### config.mk
export PLATFORM = sky130hd
export DESIGN_NAME = clk_src_seq
export DESIGN_NICKNAME = d
export VERILOG_FILES = /design/src/rtl/clk_seq_pkg.sv /design/src/rtl/clk_seq_fifo.sv /design/src/rtl/clk_seq_timer.sv /design/src/rtl/clk_seq_ctrl.sv /design/src/rtl/clk_src_seq.sv
export SDC_FILE = /design/constraint.sdc
export NUM_CORES = 1
export LEC_CHECK = 0
export BUFFER_PORTS_ARGS = -buffer_cell sky130_fd_sc_hd__buf_2
export CAP_MARGIN = 25
export CORE_ASPECT_RATIO = 0.8
export CORE_UTILIZATION = 64
export CTS_CLUSTER_DIAMETER = 40
export DETAILED_ROUTE_END_ITERATION = 6
export PLACE_DENSITY = 0.84
export SLEW_MARGIN = 5
export SYNTH_ARGS = -nofsm -noshare
export SYNTH_HDL_FRONTEND = slang
export SYNTH_SLANG_ARGS = --single-unit
### constraint.sdc
create_clock -name clk_i -period 7.5 [get_ports clk_i]
set_input_delay 1.5 -clock clk_i [delete_from_list [all_inputs] [get_ports clk_i]]
set_output_delay 1.5 -clock clk_i [all_outputs]
set_load 0.05 [all_outputs]
### src/rtl/clk_seq_pkg.sv
package clk_seq_pkg;
  typedef enum logic [1:0] {
    SRC_26M  = 2'd0,
    SRC_32K  = 2'd1,
    SRC_OSC2 = 2'd2,
    SRC_OSC1 = 2'd3
  } src_e;

  typedef enum logic [1:0] {
    OP_SEL = 2'd0,
    OP_ON  = 2'd1,
    OP_OFF = 2'd2
  } op_e;

  localparam logic [1:0] ARG_OSC1 = 2'd0;
  localparam logic [1:0] ARG_OSC2 = 2'd1;

  typedef struct packed {
    op_e        op;
    logic [1:0] arg;
  } cmd_t;
endpackage

### src/rtl/clk_seq_fifo.sv
module clk_seq_fifo #(
  parameter int DEPTH = 4,
  parameter int W     = 4
) (
  input  logic         clk_i,
  input  logic         rst_ni,
  input  logic         push_i,
  input  logic [W-1:0] data_i,
  input  logic         pop_i,
  output logic [W-1:0] data_o,
  output logic         valid_o
);
  localparam int AW = (DEPTH > 1) ? $clog2(DEPTH) : 1;
  localparam int NW = $clog2(DEPTH + 1);

  logic [W-1:0]  mem_q [DEPTH];
  logic [AW-1:0] wr_q, rd_q;
  logic [NW-1:0] num_q;
  logic          do_push, do_pop;

  assign valid_o = (num_q != '0);
  assign do_pop  = pop_i && valid_o;
  assign do_push = push_i && ((num_q != NW'(DEPTH)) || do_pop);
  assign data_o  = mem_q[rd_q];

  function automatic logic [AW-1:0] nxt(logic [AW-1:0] p);
    return (p == AW'(DEPTH - 1)) ? '0 : p + 1'b1;
  endfunction

  always_ff @(posedge clk_i or negedge rst_ni) begin
    if (!rst_ni) begin
      wr_q  <= '0;
      rd_q  <= '0;
      num_q <= '0;
      for (int i = 0; i < DEPTH; i++) mem_q[i] <= '0;
    end else begin
      if (do_push) begin
        mem_q[wr_q] <= data_i;
        wr_q        <= nxt(wr_q);
      end
      if (do_pop) rd_q <= nxt(rd_q);
      if (do_push && !do_pop)      num_q <= num_q + 1'b1;
      else if (do_pop && !do_push) num_q <= num_q - 1'b1;
    end
  end
endmodule

### src/rtl/clk_seq_timer.sv
module clk_seq_timer #(
  parameter int CW = 8
) (
  input  logic          clk_i,
  input  logic          rst_ni,
  input  logic          load_i,
  input  logic [CW-1:0] val_i,
  output logic          done_o
);
  logic [CW-1:0] cnt_q;

  assign done_o = (cnt_q == '0);

  always_ff @(posedge clk_i or negedge rst_ni) begin
    if (!rst_ni)      cnt_q <= '0;
    else if (load_i)  cnt_q <= val_i;
    else if (!done_o) cnt_q <= cnt_q - 1'b1;
  end
endmodule

### src/rtl/clk_seq_ctrl.sv
module clk_seq_ctrl
  import clk_seq_pkg::*;
#(
  parameter int ON_CYC  = 3900,
  parameter int OFF_CYC = 1300,
  parameter int CW      = 12
) (
  input  logic          clk_i,
  input  logic          rst_ni,
  input  logic          cmd_valid_i,
  input  cmd_t          cmd_i,
  output logic          cmd_pop_o,
  output logic          tmr_load_o,
  output logic [CW-1:0] tmr_val_o,
  input  logic          tmr_done_i,
  output logic [1:0]    mux_sel_o,
  output logic          div2_o,
  output logic          osc1_en_o,
  output logic          osc1_gate_o,
  output logic          osc2_dis_o,
  output logic          osc2_gate_o,
  output logic          idle_o
);
  typedef enum logic [1:0] {ST_IDLE, ST_SEL2, ST_WAIT_A, ST_WAIT_B} st_e;

  st_e  st_q;
  cmd_t cur_q;
  logic last_is_gate;

  // oscillator 1 turn-on ends with the gate, no trailing wait
  assign last_is_gate = (cur_q.op == OP_ON) && (cur_q.arg == ARG_OSC1);
  assign idle_o     = (st_q == ST_IDLE);
  assign cmd_pop_o  = idle_o && cmd_valid_i;
  assign tmr_load_o = (cmd_pop_o && cmd_i.op != OP_SEL) ||
                      (st_q == ST_WAIT_A && tmr_done_i && !last_is_gate);
  assign tmr_val_o  = (idle_o && cmd_i.op == OP_ON) ? CW'(ON_CYC - 1) : CW'(OFF_CYC - 1);

  always_ff @(posedge clk_i or negedge rst_ni) begin
    if (!rst_ni) begin
      st_q        <= ST_IDLE;
      cur_q       <= '0;
      mux_sel_o   <= SRC_26M;
      div2_o      <= 1'b0;
      osc1_en_o   <= 1'b0;
      osc1_gate_o <= 1'b0;
      osc2_dis_o  <= 1'b1;
      osc2_gate_o <= 1'b0;
    end else begin
      unique case (st_q)
        ST_IDLE: if (cmd_valid_i) begin
          cur_q <= cmd_i;
          unique case (cmd_i.op)
            OP_SEL: begin
              if (cmd_i.arg == SRC_OSC1) div2_o <= 1'b1;
              else                       mux_sel_o <= cmd_i.arg;
              st_q <= ST_SEL2;
            end
            OP_ON: begin
              if (cmd_i.arg == ARG_OSC1) osc1_en_o  <= 1'b1;
              else                       osc2_dis_o <= 1'b0;
              st_q <= ST_WAIT_A;
            end
            default: begin
              if (cmd_i.arg == ARG_OSC1) osc1_gate_o <= 1'b0;
              else                       osc2_gate_o <= 1'b0;
              st_q <= ST_WAIT_A;
            end
          endcase
        end
        ST_SEL2: begin
          if (cur_q.arg == SRC_OSC1) mux_sel_o <= SRC_OSC1;
          else                       div2_o    <= 1'b0;
          st_q <= ST_IDLE;
        end
        ST_WAIT_A: if (tmr_done_i) begin
          if (cur_q.op == OP_ON) begin
            if (cur_q.arg == ARG_OSC1) osc1_gate_o <= 1'b1;
            else                       osc2_gate_o <= 1'b1;
          end else begin
            if (cur_q.arg == ARG_OSC1) osc1_en_o  <= 1'b0;
            else                       osc2_dis_o <= 1'b1;
          end
          st_q <= last_is_gate ? ST_IDLE : ST_WAIT_B;
        end
        default: if (tmr_done_i) st_q <= ST_IDLE;
      endcase
    end
  end
endmodule

### src/rtl/clk_src_seq.sv
module clk_src_seq
  import clk_seq_pkg::*;
#(
  parameter int ON_CYC     = 3900,
  parameter int OFF_CYC    = 1300,
  parameter int FIFO_DEPTH = 4
) (
  input  logic       clk_i,
  input  logic       rst_ni,
  input  logic       sel_req_i,
  input  logic [1:0] sel_src_i,
  input  logic [1:0] osc_on_req_i,
  input  logic [1:0] osc_off_req_i,
  input  logic       suspend_i,
  input  logic       resume_i,
  output logic [1:0] mux_sel_o,
  output logic       div2_o,
  output logic       osc1_en_o,
  output logic       osc1_gate_o,
  output logic       osc2_dis_o,
  output logic       osc2_gate_o,
  output logic       busy_o
);
  localparam int MAXC = (ON_CYC > OFF_CYC) ? ON_CYC : OFF_CYC;
  localparam int CW   = $clog2(MAXC + 1);
  localparam int CMDW = $bits(cmd_t);

  cmd_t          in_cmd, head_cmd;
  logic          in_push, head_valid, pop;
  logic          tmr_load, tmr_done, idle;
  logic [CW-1:0] tmr_val;
  logic [CMDW-1:0] head_raw;

  always_comb begin
    in_push = 1'b1;
    in_cmd  = '{op: OP_SEL, arg: 2'd0};
    if (suspend_i)             in_cmd = '{op: OP_SEL, arg: SRC_OSC1};
    else if (resume_i)         in_cmd = '{op: OP_SEL, arg: SRC_OSC2};
    else if (sel_req_i)        in_cmd = '{op: OP_SEL, arg: sel_src_i};
    else if (osc_off_req_i[0]) in_cmd = '{op: OP_OFF, arg: ARG_OSC1};
    else if (osc_off_req_i[1]) in_cmd = '{op: OP_OFF, arg: ARG_OSC2};
    else if (osc_on_req_i[0])  in_cmd = '{op: OP_ON,  arg: ARG_OSC1};
    else if (osc_on_req_i[1])  in_cmd = '{op: OP_ON,  arg: ARG_OSC2};
    else                       in_push = 1'b0;
  end

  clk_seq_fifo #(.DEPTH(FIFO_DEPTH), .W(CMDW)) u_fifo (
    .clk_i, .rst_ni,
    .push_i (in_push),
    .data_i (in_cmd),
    .pop_i  (pop),
    .data_o (head_raw),
    .valid_o(head_valid)
  );
  assign head_cmd = cmd_t'(head_raw);

  clk_seq_timer #(.CW(CW)) u_tmr (
    .clk_i, .rst_ni,
    .load_i(tmr_load),
    .val_i (tmr_val),
    .done_o(tmr_done)
  );

  clk_seq_ctrl #(.ON_CYC(ON_CYC), .OFF_CYC(OFF_CYC), .CW(CW)) u_ctrl (
    .clk_i, .rst_ni,
    .cmd_valid_i(head_valid),
    .cmd_i      (head_cmd),
    .cmd_pop_o  (pop),
    .tmr_load_o (tmr_load),
    .tmr_val_o  (tmr_val),
    .tmr_done_i (tmr_done),
    .mux_sel_o, .div2_o, .osc1_en_o, .osc1_gate_o, .osc2_dis_o, .osc2_gate_o,
    .idle_o     (idle)
  );

  assign busy_o = head_valid || !idle;
endmodule

Yosys cells after proc, flatten, opt, wreduce, memory -nomap -nowiden
Index checks and enable logic that the tools add are counted.
{"block": "totals", "regBits": 48, "in_bits": 11, "output_inout_bits": 8, "word_cells": 159}
{"block": "classes", "n_addsub": 5, "n_lt_le_gt_ge": 3, "n_eq_ne": 25, "muxes": 69, "n_bitwise": 2, "reduce_logical": 38}
{"cell": "$mux 12", "count": 3}
{"cell": "$mux 1", "count": 33}
{"cell": "$mux 4", "count": 8}
{"cell": "$reduce_and 7->1", "count": 4}
{"cell": "$mux 2", "count": 11}
{"cell": "$bwmux 16", "count": 1}
{"cell": "$ne 2x1->1 const B", "count": 8}
{"cell": "$ne 2x2->1 const B", "count": 8}
{"cell": "$logic_not 12->1", "count": 1}
{"cell": "$mux 3", "count": 4}
{"cell": "$sub 12x1->12 const B", "count": 1}
{"cell": "$logic_and 1x1->1", "count": 11}
{"cell": "$eq 2x2->1 const B", "count": 5}
{"cell": "$pmux 1 s2", "count": 5}
{"cell": "$reduce_and 5->1", "count": 2}
{"cell": "$bmux 4 s2", "count": 1}
{"cell": "$demux 4 s2", "count": 1}
{"cell": "$logic_not 2->1", "count": 4}
{"cell": "$reduce_bool 2->1", "count": 4}
{"cell": "$eq 2x1->1 const B", "count": 3}
{"cell": "$ge 3x3->1 const B", "count": 2}
{"cell": "$not 2->3", "count": 2}
{"cell": "$pmux 2 s3", "count": 1}
{"cell": "$reduce_bool 3->1", "count": 2}
{"cell": "11 further kinds", "count": 17}

Logic depth before layout (Yosys ltp)
{"block": "logic_depth", "depth_word": 12, "depth_mapped": 10, "ltp_nobuf": 9}

Cells and area by module
A second synthesis with hierarchy kept.
{"block": "hier_totals", "hier_cells": 238, "area_unflattened_um2": 2681.3}
{"mod": "clk_seq_fifo", "instances": 1, "cells_each": 77, "area_per_inst_um2": 1119.8, "seq_area_each_um2": 575.6}
{"mod": "clk_seq_ctrl", "instances": 1, "cells_each": 73, "area_per_inst_um2": 774.5, "seq_area_each_um2": 326.6}
{"mod": "clk_seq_timer", "instances": 1, "cells_each": 74, "area_per_inst_um2": 706.9, "seq_area_each_um2": 300.3}
{"mod": "clk_src_seq", "instances": 1, "cells_each": 14, "area_per_inst_um2": 80.1, "seq_area_each_um2": 0.0}

Worst setup path after synthesis
Ideal clock, no wire load.
{"block": "synth_timing", "path_type": "in2reg", "startpoint": "input port sel_req_i", "endpoint": "register u_fifo.num_q[2]", "setup_ns": 0.079, "arrival_time_ns": 3.054, "t_required_ns": 7.421, "slack_ns": 4.367, "path_stages": 8, "path_buffers": 0, "cell_sequence": "nor3_1 > a31oi_1 > ha_1 > inv_1 > fa_1 > xor2_1 > nor2_1 > xor2_1"}
{"block": "synth_between", "elab_chain_cells": 7, "word_cells_on_any_way": 9, "cone_classes": "4 x mux; 5 x reduce/logical"}
{"element": "start: declaration", "line_no": "clk_src_seq.sv:10", "source": "input logic sel_req_i,"}
{"element": "$mux 1 (*)", "line_no": "clk_src_seq.sv:39", "source": "else if (sel_req_i) in_cmd = '{op: OP_SEL, arg: sel_src_i};"}
{"element": "$mux 1 (*)", "line_no": "clk_src_seq.sv:38", "source": "else if (resume_i) in_cmd = '{op: OP_SEL, arg: SRC_OSC2};"}
{"element": "$mux 1 (*)", "line_no": "clk_src_seq.sv:37", "source": "if (suspend_i) in_cmd = '{op: OP_SEL, arg: SRC_OSC1};"}
{"element": "$logic_and 1x1->1 (*)", "line_no": "clk_seq_fifo.sv:23", "source": "assign do_push = push_i && ((num_q != NW'(DEPTH)) || do_pop);"}
{"element": "net u_fifo.do_push", "line_no": "clk_seq_fifo.sv:19", "source": "logic do_push, do_pop;"}
{"element": "$logic_not 1->1", "line_no": "clk_seq_fifo.sv:43", "source": "else if (do_pop && !do_push) num_q <= num_q - 1'b1;"}
{"element": "$logic_and 1x1->1", "line_no": "clk_seq_fifo.sv:43"}
{"element": "$reduce_bool 2->1 (no line)"}
{"element": "end signal: assignment", "line_no": "clk_seq_fifo.sv:42", "source": "if (do_push && !do_pop) num_q <= num_q + 1'b1;"}
{"element": "end signal: assignment", "line_no": "clk_seq_fifo.sv:43"}
{"element": "end: declaration", "line_no": "clk_seq_fifo.sv:18", "source": "logic [NW-1:0] num_q;"}
The timed path passes the listed nets; every way through them passes the cells marked *.
A chain may end at the register's enable or synchronous reset.

Worst setup path in the final report
{"block": "layout_timing", "startpoint": "register u_fifo.num_q[0]", "endpoint": "output port busy_o"}
{"block": "layout_between", "elab_chain_cells": 2}
{"element": "$reduce_bool 3->1", "line_no": "clk_seq_fifo.sv:21", "source": "assign valid_o = (num_q != '0);"}
{"element": "$logic_or 1x1->1", "line_no": "clk_src_seq.sv:76", "source": "assign busy_o = head_valid || !idle;"}
{"element": "end: declaration", "line_no": "clk_src_seq.sv:22", "source": "output logic busy_o"}
No other way between the ends.

==> flow_metrics.env <==
export IMPL_slew_headroom=0.422
export IMPL_final_area_sq_um=2790
export IMPL_clk_latency_ns=0.31
export IMPL_routedWlPerCell_um=14.7
export IMPL_max_cap_violations=0
export IMPL_diodes=0
export IMPL_critPathSlowestCell="dfrtp_1"
export IMPL_r2r_start="u_ctrl.st_q[0]"
export IMPL_finalPower_uw=1070
export IMPL_path_clk_slew_ns=0.08
export IMPL_period_needed_ns=3.23
export IMPL_dpl_instance_area_sq_um=2670
export IMPL_synth_edf_count=0
export IMPL_syn_area_per_cell_sq_um=10.4
export IMPL_nNetsFinal=286
export IMPL_fin_skew_ns=0.0120
export IMPL_hold_viol=0
export IMPL_clkSinkCount=48
export IMPL_grt_pass1_vias=1776
export IMPL_cts_resized=0
export IMPL_tightest_slew_ns=0.863
export IMPL_netlist_area_sq_um=2530
export IMPL_cp_arrival_ns=1.73
export IMPL_grt_overflow=0
export IMPL_swShare=0.399
export IMPL_drtIter0Drc=206
export IMPL_die_w_um=72.3
export IMPL_hp_class="reg2reg"
export IMPL_path_max_fanout=5
export IMPL_combPwrFrac=0.412
export IMPL_layout_commonest_cell="dfrtp_1"
export IMPL_drcViolationCount=0
export IMPL_synthDistinctLibCells=49
export IMPL_hold_start="u_ctrl.mux_sel_o[1]"
export IMPL_gp_congestion=0.813
export IMPL_clk_path_buf_depth=2
export IMPL_drive_gt1_frac=0.202
export IMPL_hold_slack_ns=0.493
export IMPL_drtPass1Iterations=4
export IMPL_synth_warning_count=0
export IMPL_vias=1819
export IMPL_grt_pass1_wl_um=8240
export IMPL_dieHeight_um=58.2
export IMPL_grt_max_degree=49
export IMPL_finalSetupViolations=0
export IMPL_timing_final_crit_share=0.431
export IMPL_fin_ws_ns=4.27
export IMPL_ys_ff_latch=48
export IMPL_p_clk_frac=0.150
export IMPL_cell_internal_pwr_uw=641
export IMPL_report_final_slew_viol_count=0
export IMPL_start_util=0.670
export IMPL_die_area_sq_um=4210
export IMPL_place_ws_ns=4.03
export IMPL_cts_buffers=5
export IMPL_seq_area_sq_um=1200
export IMPL_viasPerCell=5.65
export IMPL_synthArstFlopShare=1.00
export IMPL_syn_to_final_growth_pct=10.1
export IMPL_synthCells=244
export IMPL_multiInputGateArea_sq_um=1260
export IMPL_cts_tree="yes"
export IMPL_slowest_delay_ns=0.46
export IMPL_seq_area_frac_synth=0.475
export IMPL_final_cell_mix="dfrtp_1, nand2_1, buf_2"
export IMPL_worstPathRequired_ns=6.00
export IMPL_worstSetupStartpoint="u_fifo.num_q[0]"
export IMPL_p_per_area_nw_per_um2=383
export IMPL_port_buffers=18
export IMPL_synth_main_ff_cell="dfrtp_1"
export IMPL_num_io_pins=19
export IMPL_clock_root_buffer="clkbuf_8"
export IMPL_p_sw_uw=426
export IMPL_core_area_sq_um=3780
export IMPL_fmax_mhz=310
export IMPL_num_rows=20
export IMPL_path_cells="or3_1 > nor2_1 > inv_1 > buf_2"
export IMPL_post_cts_setup_buffer_count=0
export IMPL_seqPwrFrac=0.438
export IMPL_path_class="reg2out"
export IMPL_p_leak_uw=0.00129
export IMPL_endpoint_kind="output pin"
export IMPL_status="complete, no violations"
export IMPL_syn_nets=264
export IMPL_cts_hold_buf=0
export IMPL_tns_ns=0
export IMPL_ant_nets=0
export IMPL_dp_hpwl_um=3350
export IMPL_antenna_found_initial=0
export IMPL_rsz0062_at_grt="no"
export IMPL_startpoint_type="register"
export IMPL_peakVddDrop_uv=227
export IMPL_routed_wl_um=4730
export IMPL_h_tree_depth=2
export IMPL_grt_usage=0.262
export IMPL_fillers=263
logic make-up after synthesis:
| group | count (synthesis) | share of synthesized area |
|---|---|---|
| AO/OA/AOI/OAI | 38 | 0.0979 |
| XOR/XNOR | 11 | 0.0381 |
| adder cells (fa/ha/maj) | 9 | 0.0475 |
| buffers and inverters | 15 | 0.0257 |
| flip-flops | 48 | 0.475 |
| multiplexers | 24 | 0.127 |
| AND/OR/NAND/NOR | 99 | 0.188 |
final cells by class:
class / instances / area share
well taps: 55 / 0.0247
clock buffers: 7 / 0.0310
inverters: 11 / 0.0148
flip-flops and latches: 48 / 0.432
clock inverters: 1 / 0.00269
multi-input cells: 181 / 0.453
repair buffers: 19 / 0.0422
worst paths after layout:
kind                                       endpoint  slack (ns)  cells after the start
worst max-delay path                         busy_o        4.27                      4
worst min-delay path            u_ctrl.mux_sel_o[1]        0.49                      1
worst max register to register      u_fifo.num_q[1]        4.59                      7
worst min register to register  u_ctrl.mux_sel_o[1]        0.49                      1
max in group asynchronous          u_fifo.mem_q[10]        5.80                      2
min in group asynchronous            u_tmr.cnt_q[6]        1.18                      1
Yosys cell counts, types with 2 or more instances:
cell type / n / area [sq um]
or3_1: 2 / 12.5
nor4_1: 3 / 18.8
or2_2: 2 / 12.5
or4_1: 2 / 15.0
mux2_2: 17 / 191
clkbuf_1: 2 / 7.51
xor2_1: 8 / 70.1
nor2b_1: 6 / 37.5
mux4_1: 2 / 52.6
nor3_1: 7 / 35.0
mux4_2: 2 / 45.0
nand3_1: 4 / 20.0
o21a_1: 2 / 15.0
nor4b_1: 2 / 17.5
dfrtp_1: 47 / 1180
mux2_1: 2 / 22.5
xnor2_1: 3 / 26.3
a21oi_1: 11 / 55.1
nor2_1: 15 / 56.3
a31oi_1: 2 / 12.5
nand4_1: 6 / 37.5
nand2_1: 42 / 158
ha_1: 8 / 100
o31ai_1: 2 / 15.0
nand2b_1: 4 / 25.0
inv_1: 10 / 37.5
o21ai_0: 9 / 45.0
layer usage:
metal,share of wire,wire length (um),track usage,up-vias
li1,-,-,-,899
met5,0,0,0,-
met1,0.47,2250,0.357,866
met3,0.045,213,0.0609,7
met2,0.46,2190,0.407,47
met4,0.016,78,0.112,0
critical path: cells and delay by family, from the launching register on:
| family | cells | cell delay [ns] |
|---|---|---|
| AND/OR/NAND/NOR | 2 | 0.68 |
| buffers and inverters | 2 | 0.28 |
| flip-flops | 1 | 0.46 |
power groups by stage:
stage / Sequential (uW) / Combinational, uW / Clock, uW
floorplan: 473 / 328 / 0
global placement: 465 / 417 / 0
detailed placement: 470 / 434 / 0
CTS: 466 / 439 / 164
global route: 483 / 493 / 172
finish: 467 / 439 / 160
per-stage QoR:
stage	std cells	util
6_report	322	0.737
5_1_grt	322	0.737
4_1_cts	321	0.730
3_5_place_dp	313	0.705
3_3_place_gp	313	0.705
2_1_floorplan	244	-
registers in the layout, indices dropped and copies added, names as in the netlist, 2 cells and up:
signal            count
u_ctrl.mux_sel_o      2
u_fifo.wr_q           2
u_fifo.mem_q         16
u_tmr.cnt_q          12
u_ctrl.cur_q          4
u_ctrl.st_q           2
u_fifo.num_q          3
u_fifo.rd_q           2
Note: power is estimated with default switching activity, not from simulation.
